<file path="src/rtl/opaddr_pkg.sv">
package opaddr_pkg;
   localparam logic [3:0] AM_ZP    = 4'd0;
   localparam logic [3:0] AM_ZPX   = 4'd1;
   localparam logic [3:0] AM_ZPY   = 4'd2;
   localparam logic [3:0] AM_ZIND  = 4'd3;
   localparam logic [3:0] AM_ZXIND = 4'd4;
   localparam logic [3:0] AM_ZINDY = 4'd5;
   localparam logic [3:0] AM_ABS   = 4'd6;
   localparam logic [3:0] AM_ABSX  = 4'd7;
   localparam logic [3:0] AM_ABSY  = 4'd8;
   localparam logic [3:0] AM_ZREL  = 4'd9;
   localparam logic [3:0] AM_AIND  = 4'd10;
   localparam logic [3:0] AM_AXIND = 4'd11;
   localparam logic [3:0] AM_REL   = 4'd12;

   typedef enum logic [1:0] {SQ_IDLE, SQ_LO, SQ_HI, SQ_FIN} seq_state_e;

   function automatic logic needs_pointer(input logic [3:0] m);
      return (m == AM_ZIND) || (m == AM_ZXIND) || (m == AM_ZINDY);
   endfunction
endpackage

</file>
<file path="src/rtl/opaddr_direct.sv">
module opaddr_direct
   import opaddr_pkg::*;
#(
   parameter int DW       = 8,
   parameter bit ZPY_WRAP = 1'b1
) (
   input  logic [3:0]      mode,
   input  logic [DW-1:0]   op1,
   input  logic [DW-1:0]   op2,
   input  logic [DW-1:0]   idx_x,
   input  logic [DW-1:0]   idx_y,
   output logic [2*DW-1:0] addr,
   output logic            valid
);
   localparam int AW = 2 * DW;

   logic [DW-1:0] zx_lo;
   logic [AW-1:0] zy_addr;
   logic [AW-1:0] abs_base;

   assign zx_lo    = op1 + idx_x;
   assign abs_base = {op2, op1};

   generate
      if (ZPY_WRAP) begin : g_zpy_wrap
         logic [DW-1:0] zy_lo;
         assign zy_lo   = op1 + idx_y;
         assign zy_addr = {{DW{1'b0}}, zy_lo};
      end else begin : g_zpy_carry
         assign zy_addr = {{DW{1'b0}}, op1} + {{DW{1'b0}}, idx_y};
      end
   endgenerate

   always_comb begin
      valid = 1'b1;
      addr  = '0;
      case (mode)
         AM_ZP, AM_ZREL: addr = {{DW{1'b0}}, op1};
         AM_ZPX:         addr = {{DW{1'b0}}, zx_lo};
         AM_ZPY:         addr = zy_addr;
         AM_ABS:         addr = abs_base;
         AM_ABSX:        addr = abs_base + {{DW{1'b0}}, idx_x};
         AM_ABSY:        addr = abs_base + {{DW{1'b0}}, idx_y};
         default:        valid = 1'b0;
      endcase
   end
endmodule

</file>
<file path="src/rtl/opaddr_ptr_seq.sv">
module opaddr_ptr_seq
   import opaddr_pkg::*;
#(
   parameter int DW        = 8,
   parameter bit PAGE_WRAP = 1'b1
) (
   input  logic            clk,
   input  logic            rst_n,
   input  logic            launch,
   input  logic [DW-1:0]   base,
   input  logic            wrap_req,
   input  logic [DW-1:0]   y_add,
   output logic            rd_en,
   output logic [2*DW-1:0] rd_addr,
   input  logic [DW-1:0]   rd_data,
   output logic            busy,
   output logic            fin,
   output logic [2*DW-1:0] ptr_ea
);
   localparam int AW = 2 * DW;

   seq_state_e    st;
   logic [DW-1:0] ptr_q;
   logic [DW-1:0] lo_q;
   logic [DW-1:0] yadd_q;
   logic          wrap_q;
   logic [DW-1:0] ptr_nx;
   logic [AW-1:0] hi_addr;

   assign ptr_nx  = ptr_q + 1'b1;
   assign hi_addr = (wrap_q || PAGE_WRAP) ? {{DW{1'b0}}, ptr_nx}
                                          : {{DW{1'b0}}, ptr_q} + AW'(1);

   always_ff @(posedge clk or negedge rst_n) begin
      if (!rst_n) begin
         st     <= SQ_IDLE;
         ptr_q  <= '0;
         lo_q   <= '0;
         yadd_q <= '0;
         wrap_q <= 1'b0;
      end else begin
         case (st)
            SQ_IDLE: if (launch) begin
               ptr_q  <= base;
               yadd_q <= y_add;
               wrap_q <= wrap_req;
               st     <= SQ_LO;
            end
            SQ_LO:   st <= SQ_HI;
            SQ_HI: begin
               lo_q <= rd_data;
               st   <= SQ_FIN;
            end
            default: st <= SQ_IDLE;
         endcase
      end
   end

   assign rd_en   = (st == SQ_LO) || (st == SQ_HI);
   assign rd_addr = (st == SQ_HI) ? hi_addr : {{DW{1'b0}}, ptr_q};
   assign busy    = (st != SQ_IDLE);
   assign fin     = (st == SQ_FIN);
   assign ptr_ea  = {rd_data, lo_q} + {{DW{1'b0}}, yadd_q};

   // a pointer fetch is always a pair of reads on consecutive cycles
   a_r9_read_pair: assert property (@(posedge clk) disable iff (!rst_n)
      $rose(rd_en) |=> rd_en ##1 !rd_en);
   // the fetch begins in page zero
   a_r4_first_in_page_zero: assert property (@(posedge clk) disable iff (!rst_n)
      $rose(rd_en) |-> rd_addr[AW-1:DW] == '0);
   // second read steps the low address byte by one
   a_r5_next_byte: assert property (@(posedge clk) disable iff (!rst_n)
      (rd_en && $past(rd_en)) |-> rd_addr[DW-1:0] == DW'($past(rd_addr[DW-1:0]) + 1'b1));
endmodule

</file>
<file path="src/rtl/opaddr_gen.sv">
module opaddr_gen
   import opaddr_pkg::*;
#(
   parameter int DATA_W    = 8,
   parameter int ADDR_W    = 16,
   parameter bit ZPY_WRAP  = 1'b1,
   parameter bit PAGE_WRAP = 1'b1
) (
   input  logic              clk,
   input  logic              rst_n,
   input  logic              start,
   input  logic [3:0]        mode,
   input  logic [DATA_W-1:0] op1,
   input  logic [DATA_W-1:0] op2,
   input  logic [DATA_W-1:0] idx_x,
   input  logic [DATA_W-1:0] idx_y,
   output logic              rd_en,
   output logic [ADDR_W-1:0] rd_addr,
   input  logic [DATA_W-1:0] rd_data,
   output logic [ADDR_W-1:0] ea,
   output logic              done,
   output logic              err
);
   generate
      if (ADDR_W != 2 * DATA_W) begin : g_bad_width
         $error("ADDR_W must be twice DATA_W");
      end
      if (DATA_W < 2) begin : g_bad_data
         $error("DATA_W must be at least 2");
      end
   endgenerate

   logic [ADDR_W-1:0] dir_addr;
   logic              dir_valid;
   logic              busy;
   logic              fin;
   logic [ADDR_W-1:0] ptr_ea;
   logic              accept;
   logic              ptr_mode;
   logic [DATA_W-1:0] ptr_base;
   logic [DATA_W-1:0] y_sel;

   assign ptr_mode = needs_pointer(mode);
   assign accept   = start && !busy;
   assign ptr_base = (mode == AM_ZXIND) ? DATA_W'(op1 + idx_x) : op1;
   assign y_sel    = (mode == AM_ZINDY) ? idx_y : '0;

   opaddr_direct #(.DW(DATA_W), .ZPY_WRAP(ZPY_WRAP)) u_direct (
      .mode(mode), .op1(op1), .op2(op2), .idx_x(idx_x), .idx_y(idx_y),
      .addr(dir_addr), .valid(dir_valid)
   );

   opaddr_ptr_seq #(.DW(DATA_W), .PAGE_WRAP(PAGE_WRAP)) u_seq (
      .clk(clk), .rst_n(rst_n), .launch(accept && ptr_mode), .base(ptr_base),
      .wrap_req(mode == AM_ZXIND), .y_add(y_sel), .rd_en(rd_en),
      .rd_addr(rd_addr), .rd_data(rd_data), .busy(busy), .fin(fin),
      .ptr_ea(ptr_ea)
   );

   always_ff @(posedge clk or negedge rst_n) begin
      if (!rst_n) begin
         ea   <= '0;
         done <= 1'b0;
         err  <= 1'b0;
      end else begin
         done <= 1'b0;
         if (fin) begin
            ea   <= ptr_ea;
            err  <= 1'b0;
            done <= 1'b1;
         end else if (accept && !ptr_mode) begin
            ea   <= dir_valid ? dir_addr : '0;
            err  <= !dir_valid;
            done <= 1'b1;
         end
      end
   end

   // result holds between completions
   a_r10_hold: assert property (@(posedge clk) disable iff (!rst_n)
      !done |-> $stable(ea) && $stable(err));
   // an error result carries no address
   a_r8_err_zero: assert property (@(posedge clk) disable iff (!rst_n)
      err |-> ea == '0);
   // completion never overlaps a pointer read
   a_r9_no_read_at_done: assert property (@(posedge clk) disable iff (!rst_n)
      rd_en |-> !done);
   // a fetch in progress produces no completion until its last read is done
   a_r11_busy_quiet: assert property (@(posedge clk) disable iff (!rst_n)
      rd_en |=> !done);
endmodule

</file>
<file path="config.mk">
export PLATFORM = sky130hd
export DESIGN_NAME = opaddr_gen
export DESIGN_NICKNAME = d
export VERILOG_FILES = /design/src/rtl/opaddr_pkg.sv /design/src/rtl/opaddr_direct.sv /design/src/rtl/opaddr_ptr_seq.sv /design/src/rtl/opaddr_gen.sv
export SDC_FILE = /design/constraint.sdc
export NUM_CORES = 1
export LEC_CHECK = 0
export ABC_AREA = 1
export ABC_CLOCK_PERIOD_IN_PS = 2400
export BUFFER_PORTS_ARGS = -buffer_cell sky130_fd_sc_hd__buf_2
export CAP_MARGIN = 20
export CORE_MARGIN = 3
export CORE_UTILIZATION = 33
export DETAILED_ROUTE_END_ITERATION = 10
export GPL_TIMING_DRIVEN = 0
export PLACE_DENSITY = 0.5
export SLEW_MARGIN = 30
export SYNTH_ARGS = -nofsm -noshare
export SYNTH_HDL_FRONTEND = slang
export SYNTH_SLANG_ARGS = --single-unit
</file>
<file path="constraint.sdc">
create_clock -name clk -period 2.4 [get_ports clk]
set_input_delay 0.48 -clock clk [delete_from_list [all_inputs] [get_ports clk]]
set_output_delay 0.48 -clock clk [all_outputs]
set_load 0.03 [all_outputs]
</file>
Word level (Yosys, flattened, before mapping)

Cells that the tools add are included.

$add $sub $neg: 6
Eq/ne operators: 13
Mux-type cells: 14
Reductions and logical operators: 16

Operators by type and width:

| cell                                                                    | count |
|---|---|
| 16-bit case mux with 6 select lines                                     | 1 |
| 16-bit by 8-bit adder with 16-bit output                                | 3 |
| 16-bit two-way mux                                                      | 3 |
| 8-bit two-way mux                                                       | 3 |
| 8-bit adder                                                             | 2 |
| 4-bit by 3-bit == test with 1-bit output, second input constant         | 4 |
| 8-bit by 1-bit adder with 8-bit output, second input constant           | 1 |
| 4-bit by 2-bit == test with 1-bit output, second input constant         | 2 |
| 4-bit == test, second input constant                                    | 2 |
| 7-bit OR reduction                                                      | 1 |
| 2-bit case mux with 3 select lines                                      | 1 |
| 1-bit two-way mux                                                       | 5 |
| 2-bit == test, second input constant                                    | 2 |
| 4-bit by 1-bit == test with 1-bit output, second input constant         | 1 |
| 4-bit zero test                                                         | 1 |
| 2-bit nonzero test                                                      | 2 |
| 1-bit logical AND                                                       | 3 |
| 1-bit zero test                                                         | 3 |
| 1-bit logical OR                                                        | 3 |
| 2-bit by 1-bit == test with 1-bit output, second input constant         | 1 |
| 2-bit zero test                                                         | 1 |
| 2-bit two-way mux                                                       | 1 |
| 2-bit by 1-bit inequality test with 1-bit output, second input constant | 1 |
| 2-bit AND reduction                                                     | 1 |
| 2-bit OR reduction                                                      | 1 |

Register bits after elaboration: 44
Input port bits: 47
Output and inout port bits: 35
Logic and storage cells: 56

Logic depth before layout (Yosys ltp)

Gate-level depths: netlist (run 1).

Depth after elaboration: 7
Mapped depth: 23
Gate-level depth less buffers: 22

Hierarchy

From an unflattened synthesis (run 1), not the netlist that was laid out.

Cell total of the unflattened synthesis: 789
Area total of the unflattened synthesis: 4,983.5 sq um

Modules (own cells, without submodules):

| module         | times used | cells each | area an instance (sq um) | sequential area each (sq um) |
|---|---|---|---|---|
| opaddr_ptr_seq | 1          | 236        | 1,885.6                  | 650.6 |
| opaddr_direct  | 1          | 318        | 1,617.8                  | 0.0 |
| opaddr_gen     | 1          | 235        | 1,480.2                  | 450.4 |

Least setup slack after synthesis (run 1)

OpenSTA, ideal clock, no wires.

Path kind: in2reg
From: input mode[1]
To: register ea[12]
Setup time: 0.117 ns
Arrival time: 2.545 ns
Data required time: 2.283 ns
Path slack: -0.262 ns
Stages on the path: 21
Path buffers: 1
Cells stage by stage: nor2_1 -> nand2_1 -> clkbuf_1 -> inv_1 -> nand2_1 -> nand2_1 -> ha_1 -> inv_1 -> fa_1 -> nor2_1 -> nand2_1 -> nand2_1 -> nand3_1 -> nand2_1 -> nand3_1 -> nand3_1 -> nand2_1 -> nand2_1 -> nand2_1 -> nand2_1 -> nand2_1

Word-level cells in the longest chain between the ends: 6
Elaborated cells on any way between the ends: 22
Classes of those cells: eq/ne: 9; mux: 5; reduce/logical: 8

RTL lines:

| element                                                         | RTL line                           | RTL |
|---|---|---|
| from (decl)                                                     | opaddr_gen.sv:12                   | `input logic [3:0] mode,` |
| 4-bit == test (tied with other cells)                           | opaddr_direct.sv:37                | `case (mode)` |
| 2-bit OR reduction (tied with other cells)                      | --                                 |  |
| 16-bit case mux with 6 select lines (tied with other cells)     | opaddr_direct.sv:37                |  |
| 16-bit two-way mux / 1-bit zero test (equally long branches)    | opaddr_gen.sv:72, opaddr_gen.sv:71 |  |
| 16-bit two-way mux / 1-bit logical AND (equally long branches)  | opaddr_gen.sv:71                   | `end else if (accept && !ptr_mode) begin` |
| 16-bit two-way mux / 2-bit nonzero test (equally long branches) | --                                 |  |
| to (signal assigned)                                            | opaddr_gen.sv:68                   | `ea <= ptr_ea;` |
| to (signal assigned)                                            | opaddr_gen.sv:72                   | `ea <= dir_valid ? dir_addr : '0;` |
| to (decl)                                                       | opaddr_gen.sv:20                   | `output logic [ADDR_W-1:0] ea,` |

Parallel ways exist; a longest one is shown, timed or not. The select of a mux whose other input is x is not followed.
A chain may end at the register's enable or synchronous reset.

Final worst setup path (run 1)

From: register u_seq.st[0]
To: output rd_addr[7]

Word-level cells in the longest chain between the ends: 2

RTL lines:

| element                | RTL line             | RTL |
|---|---|---|
| from (decl)            | opaddr_ptr_seq.sv:22 | `seq_state_e st;` |
| from (signal assigned) | opaddr_ptr_seq.sv:36 | `st <= SQ_IDLE;` |
| from (signal assigned) | opaddr_ptr_seq.sv:47 | `st <= SQ_LO;` |
| from (signal assigned) | opaddr_ptr_seq.sv:49 | `SQ_LO: st <= SQ_HI;` |
| 2-bit == test          | opaddr_ptr_seq.sv:60 | `assign rd_addr = (st == SQ_HI) ? hi_addr : {{DW{1'b0}}, ptr_q};` |
| 8-bit two-way mux      | opaddr_ptr_seq.sv:60 |  |
| to (decl)              | opaddr_gen.sv:18     | `output logic [ADDR_W-1:0] rd_addr,` |

No other way between the ends.

==> flow_summary.rst, run 1 <==
.. list-table::
   :header-rows: 1

   * - Metric
     - Value
   * - Run status
     - completed
   * - Via count of the first global-routing pass
     - 4719
   * - Number of sinks handled by clock tree synthesis
     - 44
   * - Unrepaired setup endpoints after global routing
     - yes
   * - Site Rows
     - 42
   * - Gp weighted congestion
     - 0.881
   * - GRT Overall Usage
     - 20.4%
   * - Fraction of layout instances using a drive strength above 1
     - 23.9%
   * - Layout Nets
     - 911
   * - Total Routed Length
     - 15.3 mm
   * - Area growth syn-to-layout
     - 26.0%
   * - Vias per std cell
     - 4.83
   * - Final Slew Violations
     - 0
   * - Post-Syn Area
     - 4600 µm²
   * - Post-synthesis async set-or-reset flop share
     - 100%
   * - Clock Latency Late Sink
     - 0.29 ns
   * - Area of the die
     - 15400 µm²
   * - Root Driver
     - clkbuf_16
   * - Core Box Area
     - 13500 µm²
   * - Class of the most critical setup path
     - register to primary output
   * - Final-report setup violation count
     - 0
   * - Wire length of the first global-routing pass
     - 24.2 mm
   * - Via count of the routed design
     - 4835
   * - Distinct cells, synth
     - 42
   * - Commonest cells after routing, fill and taps aside
     - 240 x nand2_1, 82 x inv_1, 68 x buf_2, 50 x nand3_1, 49 x nor2_1
   * - Classification of the worst-slack hold path
     - input port to asynchronous set/reset pin
   * - Pwr/cell area
     - 836 nW/µm²
   * - Share of the clock period used by the worst path after layout
     - 96.5%
   * - Top-level I/O count
     - 82
   * - Maximum number of pins on one net before global-route repair
     - 45
   * - Starting utilization of the core area
     - 34.2%
   * - Clock transition at the registers of the reported paths
     - 0.06 ns
   * - Longest Clk Path Bufs
     - 2
   * - Highest clock frequency the design can meet
     - 432 MHz
   * - Antenna viol nets, final
     - 0
   * - HPWL reported at the end of detailed placement
     - 12.3 mm
   * - DRT Pass-1 Iters
     - 4
   * - Critical path launch point type
     - register
   * - Congestion Overflow GR
     - 0
   * - Register area share after synthesis
     - 24.0%
   * - First-iteration detailed-routing DRC count
     - 338
   * - Post-layout worst setup margin
     - 0.0847 ns
   * - Leading cell type in the layout, fill and taps excluded
     - nand2_1
   * - Number of antenna cells inserted
     - 0
   * - Initial antenna violation count
     - 0
   * - Synth Flop Type
     - dfrtp_1
   * - Clock tree from TritonCTS
     - done
   * - Cell area reported after detailed placement
     - 5250 µm²
   * - Die outline width
     - 124 µm
   * - Synth Area per Inst
     - 6.35 µm²
   * - Worst Setup End Kind
     - primary output
   * - Number of instances in the synthesized netlist
     - 724
   * - Largest fanout on the critical path
     - 3
   * - Pre-CTS WS
     - -0.588 ns
   * - Headroom to the max-slew limit
     - 61.2%
   * - Summed area of non-filler cells in the final layout
     - 5790 µm²
   * - Utilization of the core after routing
     - 43.1%
   * - Count of placed standard cells including taps
     - 979
   * - Standby leakage power
     - 3.10 nW
   * - Final worst clock skew
     - 0.00495 ns
   * - Final Non-Filler Cells
     - 1001
   * - IO buf count
     - 72
   * - Data arrival time of the critical path
     - 1.84 ns
   * - Hold slack final
     - 0.191 ns
   * - Maximum level of the CTS H-tree
     - 2
   * - R2R setup slack
     - 0.17 ns
   * - Clock buffer count from CTS
     - 5
   * - Crit path required time
     - 1.92 ns
   * - Die Ht
     - 124 µm
   * - Min Tclk post-route
     - 2.32 ns
   * - Post-DR wirelength/cell
     - 15.3 µm
   * - Slew at the pin closest to its max-slew limit
     - 0.582 ns
   * - Reported max-cap violation count
     - 0
   * - Worst reg2reg path depth
     - 12
   * - Worst voltage drop across the vdd grid
     - 0.000398 V
   * - Remaining routing DRC violations
     - 0
   * - Number of warning messages in the yosys log
     - 0
   * - Setup TNS Final
     - 0 ns
   * - Number of flops mapped to enable cells by yosys
     - 0
   * - Total of flip-flops plus latches after synthesis
     - 44
   * - Number of buffers inserted by hold repair at cts
     - 0
   * - Tot Pwr
     - 4.84 mW
   * - Final-report hold violation count
     - 0
-- cells by family after synthesis --
group / synth area share (%)
other: 0.0816
and+or+nand+nor: 37.2
buffers and inverters: 11.3
adders and majority gates: 11.5
DFF: 24.0
AOI/OAI and AO/OA: 13.0
xor gates and xnor gates: 2.86
-- metal layers --
| layer | track usage, % | up-vias | wire (µm) | part of all wire [%] |
|---|---|---|---|---|
| li1 | - | 2509 | - | - |
| met1 | 28.3 | 2219 | 7310 | 48 |
| met2 | 34.9 | 93 | 7260 | 47 |
| met3 | 1.68 | 14 | 492 | 3.2 |
| met4 | 4.31 | 0 | 232 | 1.5 |
| met5 | 0 | - | 0 | 0 |
-- synthesized netlist by cell type, types with 2 or more instances --
library cell	n	area, µm²
clkbuf_1	3	11.3
a21oi_2	6	52.6
a21o_1	3	22.5
o21ai_1	8	40.0
xor2_1	6	52.6
buf_2	4	20.0
fa_1	4	80.1
nand3_1	55	275
nor2_1	55	206
inv_2	10	37.5
a21oi_1	35	175
buf_6	4	45.0
buf_4	10	75.1
dfrtp_1	44	1100
o211ai_1	8	60.1
a31oi_1	2	12.5
nand3b_1	7	52.6
xnor2_1	9	78.8
o21ai_0	32	160
nand4_1	12	75.1
nand2_2	4	25.0
nand2_1	257	965
ha_1	36	450
or2_2	5	31.3
o2111ai_1	2	17.5
inv_1	87	327
-- registers in the layout, indices dropped and copies added, names as in the netlist --
register	cells
ea	16
done	1
u_seq.ptr_q	8
err	1
u_seq.lo_q	8
u_seq.yadd_q	8
u_seq.st	2
-- worst paths after layout --
check	from	to
min	rst_n	u_seq.st[0]
max	u_seq.st[0]	rd_addr[7]
min in group clk	rd_data[7]	u_seq.lo_q[7]
max reg2reg	u_seq.lo_q[0]	ea[12]
max in group asynchronous	rst_n	done
min reg2reg	ea[14]	ea[14]
-- repair_timing --
action,in CTS,in global routing
pin swaps,8,18
setup endpoints to repair,10,16
cloned,0,0
endpoints found under the hold margin,0,0
buffers inserted,7,8
resized for setup,14,56
-- where the power goes --
part,internal (mW),switching [mW],total [mW]
clock network,0.415,0.302,0.718
logic,1.00,1.84,2.84
registers,1.05,0.229,1.28
-- worst max-delay path, stage by stage (launching register included) --
cell     delay [ns]
dfrtp_1        0.39
inv_2          0.08
ha_4           0.13
buf_6          0.11
inv_8          0.03
nor4_4         0.26
nand4_1        0.19
xnor2_2        0.20
buf_6          0.15
-- cell type report --
| class | instances | area (µm²) |
|---|---|---|
| multi-input combinational | 568 | 3270 |
| timing repair buffer | 87 | 513 |
| tap | 176 | 220 |
| sequential | 44 | 1100 |
| clock inverter | 1 | 7.51 |
| buffer | 20 | 154 |
| inverter | 98 | 383 |
| clock buffer | 7 | 143 |
| fill | 1475 | 7660 |
Power figures use the tool's default switching activity.
==> run 2: changes to the inputs <==
GPL_TIMING_DRIVEN = not set   (was 0)
RECOVER_POWER = 100   (was not set)
SETUP_SLACK_MARGIN = 0.2   (was not set)
==> run 2 against run 1 <==
  * Sequential share of layout area decreased by 0.76 points
  * Clock power down 2%
  * Worst setup slack improved by 0.083 ns
  * Via count rose by 3.5%
  * Count of clock-buffer cells in the layout did not move
  * Routed wire length shrank 2.0%
  * Global-route usage decreased by 0.64 points
  * Clock skew shrank 0.00079 ns
  * Hold slack improved by 0.27 ns
  * Critical path type unchanged
==> flow_summary.rst, run 2 (synthesis results as in run 1) <==
.. list-table::
   :header-rows: 1

   * - Metric
     - Value
   * - Run status
     - completed
   * - Longest Clk Path Bufs
     - 2 (unchanged)
   * - Summed area of non-filler cells in the final layout
     - 6030 µm² (+4.2%)
   * - Met3 global-route usage
     - 1.59% (-0.091 points)
   * - Die Ht
     - 124 µm (unchanged)
   * - Vias per std cell
     - 4.92 (+1.8%)
   * - Combined buffer and inverter count along the critical path
     - 3 (-1)
   * - Startpoint of the worst-slack reg-to-reg timing path
     - u_seq.yadd_q[0]
   * - Maximum number of pins on one net before global-route repair
     - 45 (unchanged)
   * - Fraction of layout instances using a drive strength above 1
     - 25.3% (+1.4 points)
   * - Worst reg2reg path depth
     - 12 (unchanged)
   * - Crit path required time
     - 1.92 ns (about the same)
   * - Highest-delay cell along the critical path
     - dfrtp_1
   * - M2 GR Usage
     - 33.1% (-1.8 points)
   * - First-iteration detailed-routing DRC count
     - 300 (-11%)
   * - Final-report hold violation count
     - 0 (unchanged)
   * - Count of placed standard cells including taps
     - 999 (+2.0%)
   * - Gp weighted congestion
     - 0.901 (+2.3%)
   * - Largest register FFs
     - 16 (unchanged)
   * - Pre-CTS WS
     - -0.365 ns (+0.223 ns)
   * - Wire length of the first global-routing pass
     - 23.9 mm (-1.4%)
   * - Met1 usage in global routing
     - 27.6% (-0.65 points)
   * - Worst setup path endpoint
     - rd_addr[6]
   * - Critical path launch point type
     - register
   * - Pwr/cell area
     - 803 nW/µm² (-3.9%)
   * - Core Box Area
     - 13500 µm² (unchanged)
   * - Worst reg2reg path endpoint
     - ea[12]
   * - Site Rows
     - 42 (unchanged)
   * - Reported max-cap violation count
     - 0 (unchanged)
   * - Cell area reported after detailed placement
     - 5450 µm² (+3.7%)
   * - Final-report setup violation count
     - 0 (unchanged)
   * - Worst setup path startpoint
     - u_seq.st[0]
   * - Layout Nets
     - 928 (+1.9%)
   * - Starting utilization of the core area
     - 34.2% (unchanged)
   * - Data arrival time of the critical path
     - 1.75 ns (-0.09 ns)
   * - Root Driver
     - clkbuf_16
   * - Clock transition at the registers of the reported paths
     - 0.06 ns (about the same)
   * - CP delay by family, top
     - buffers and inverters
   * - Via count of the first global-routing pass
     - 4786 (+1.4%)
   * - Final Non-Filler Cells
     - 1018 (+1.7%)
   * - Unrepaired setup endpoints after global routing
     - yes
   * - IO buf count
     - 73 (+1.4%)
   * - Final Slew Violations
     - 0 (unchanged)
   * - Largest Register
     - ea
   * - DRT Pass-1 Iters
     - 5 (+1)
   * - Remaining routing DRC violations
     - 0 (unchanged)
   * - Number of antenna cells inserted
     - 0 (unchanged)
   * - Post-DR wirelength/cell
     - 14.7 µm (-3.7%)
   * - Initial antenna violation count
     - 0 (unchanged)
   * - Total Routed Length
     - 15.0 mm (-2.0%)
   * - Die outline width
     - 124 µm (unchanged)
   * - Number of sinks handled by clock tree synthesis
     - 44 (unchanged)
   * - Largest fanout on the critical path
     - 5 (+2)
   * - Clock Latency Late Sink
     - 0.29 ns (about the same)
   * - Area of the die
     - 15400 µm² (unchanged)
   * - R2R setup slack
     - 0.28 ns (+0.11 ns)
   * - Slew at the pin closest to its max-slew limit
     - 1.13 ns (+0.549 ns)
   * - Final worst clock skew
     - 0.00416 ns (-0.000791 ns)
   * - Highest clock frequency the design can meet
     - 448 MHz (+3.7%)
   * - GRT Overall Usage
     - 19.8% (-0.64 points)
   * - Worst voltage drop across the vdd grid
     - 0.000366 V (-7.9%)
   * - Headroom to the max-slew limit
     - 24.6% (-37 points)
   * - Share of the clock period used by the worst path after layout
     - 93.0% (-3.5 points)
   * - Post-layout worst setup margin
     - 0.168 ns (+0.0831 ns)
   * - Class of the most critical setup path
     - register to primary output
   * - Maximum level of the CTS H-tree
     - 2 (unchanged)
   * - Global route hottest layer
     - met2
   * - Standby leakage power
     - 3.16 nW (+2.0%)
   * - Antenna viol nets, final
     - 0 (unchanged)
   * - Commonest cells after routing, fill and taps aside
     - 219 x nand2_1, 82 x inv_1, 50 x nor2_1, 48 x nand3_1, 44 x dfrtp_1
   * - Congestion Overflow GR
     - 0 (unchanged)
   * - Crit path depth
     - 8 (unchanged)
   * - Ordered cell list for the critical path
     - inv_1 -> ha_4 -> buf_8 -> nand2_4 -> nor2_1 -> nand3_1 -> xnor2_1 -> clkbuf_2
   * - Leading cell type in the layout, fill and taps excluded
     - nand2_1
   * - Area growth syn-to-layout
     - 31.3%
   * - Classification of the worst-slack hold path
     - input port to register
   * - Maximum single-stage delay on the critical path
     - 0.38 ns (about the same)
   * - Clock buffer count from CTS
     - 5 (unchanged)
   * - Worst Setup End Kind
     - primary output
   * - Tot Pwr
     - 4.85 mW (+0.13%)
   * - Min Tclk post-route
     - 2.23 ns (-0.0831 ns)
   * - Top-level I/O count
     - 82 (unchanged)
   * - Clock tree from TritonCTS
     - done
   * - HPWL reported at the end of detailed placement
     - 12.1 mm (-1.7%)
   * - Via count of the routed design
     - 5005 (+3.5%)
==> run 2: changes by cell type in the layout (fill, tap and decap cells not counted), sizes merged <==
cell / change
clkbuf: +29
buf: -12
==> run 2: layout make-up <==
class | instances | area [µm²]
Inverter | 98 | 385
Clock buffer | 7 | 143
Fill cell | 1462 | 7420
Tap cell | 176 | 220
Timing Repair Buffer | 124 | 769
Sequential cell | 44 | 1100
Multi-Input combinational cell | 568 | 3410
Clock inverter | 1 | 7.51
==> run 2: repair_timing <==
item                       CTS  global route
buffers inserted             5             6
resized for setup           34            79
setup endpoints to repair   19            19
gates cloned                 0             0
hold buffers                 0             0
pin swaps                   15            31
==> run 2: worst min-delay path, cell delays in order <==
cell,delay [ns]
buf_2,0.11
inv_1,0.05
o21ai_0,0.07
==> run 2: power by group <==
group          switching, mW  internal (mW)
sequential             0.237           1.05
clock                  0.292          0.415
combinational           1.86          0.990
==> run 2: worst min-delay path by stage <==
stage	cells after the start	startpoint	endpoint	slack, ns
detailed placement	2	ea[14]	ea[14]	0.46
CTS	2	rst_n	u_seq.ptr_q[0]	0.30
finish	3	rd_data[6]	u_seq.lo_q[6]	0.46
global route	3	rd_data[6]	u_seq.lo_q[6]	0.49
global placement	2	ea[2]	ea[2]	0.46
floorplan	0	rst_n	done	0.18
==> run 2: through the flow <==
stage | TNS (ns) | hold WS [ns] | utilization (%)
floorplan | -0.0181 | 0.184 | -
global route | 0 | 0.488 | 44.9
CTS | 0 | 0.296 | 42.8
finish | 0 | 0.460 | 44.9
global placement | -3.04 | 0.459 | 40.5
detailed placement | -3.73 | 0.464 | 40.5
==> run 2: per-layer routing <==
metal / vias up / share of wire [%]
li1: 2550 / -
met1: 2347 / 47
met2: 90 / 48
met3: 18 / 2.8
met4: 0 / 2.2
met5: - / 0
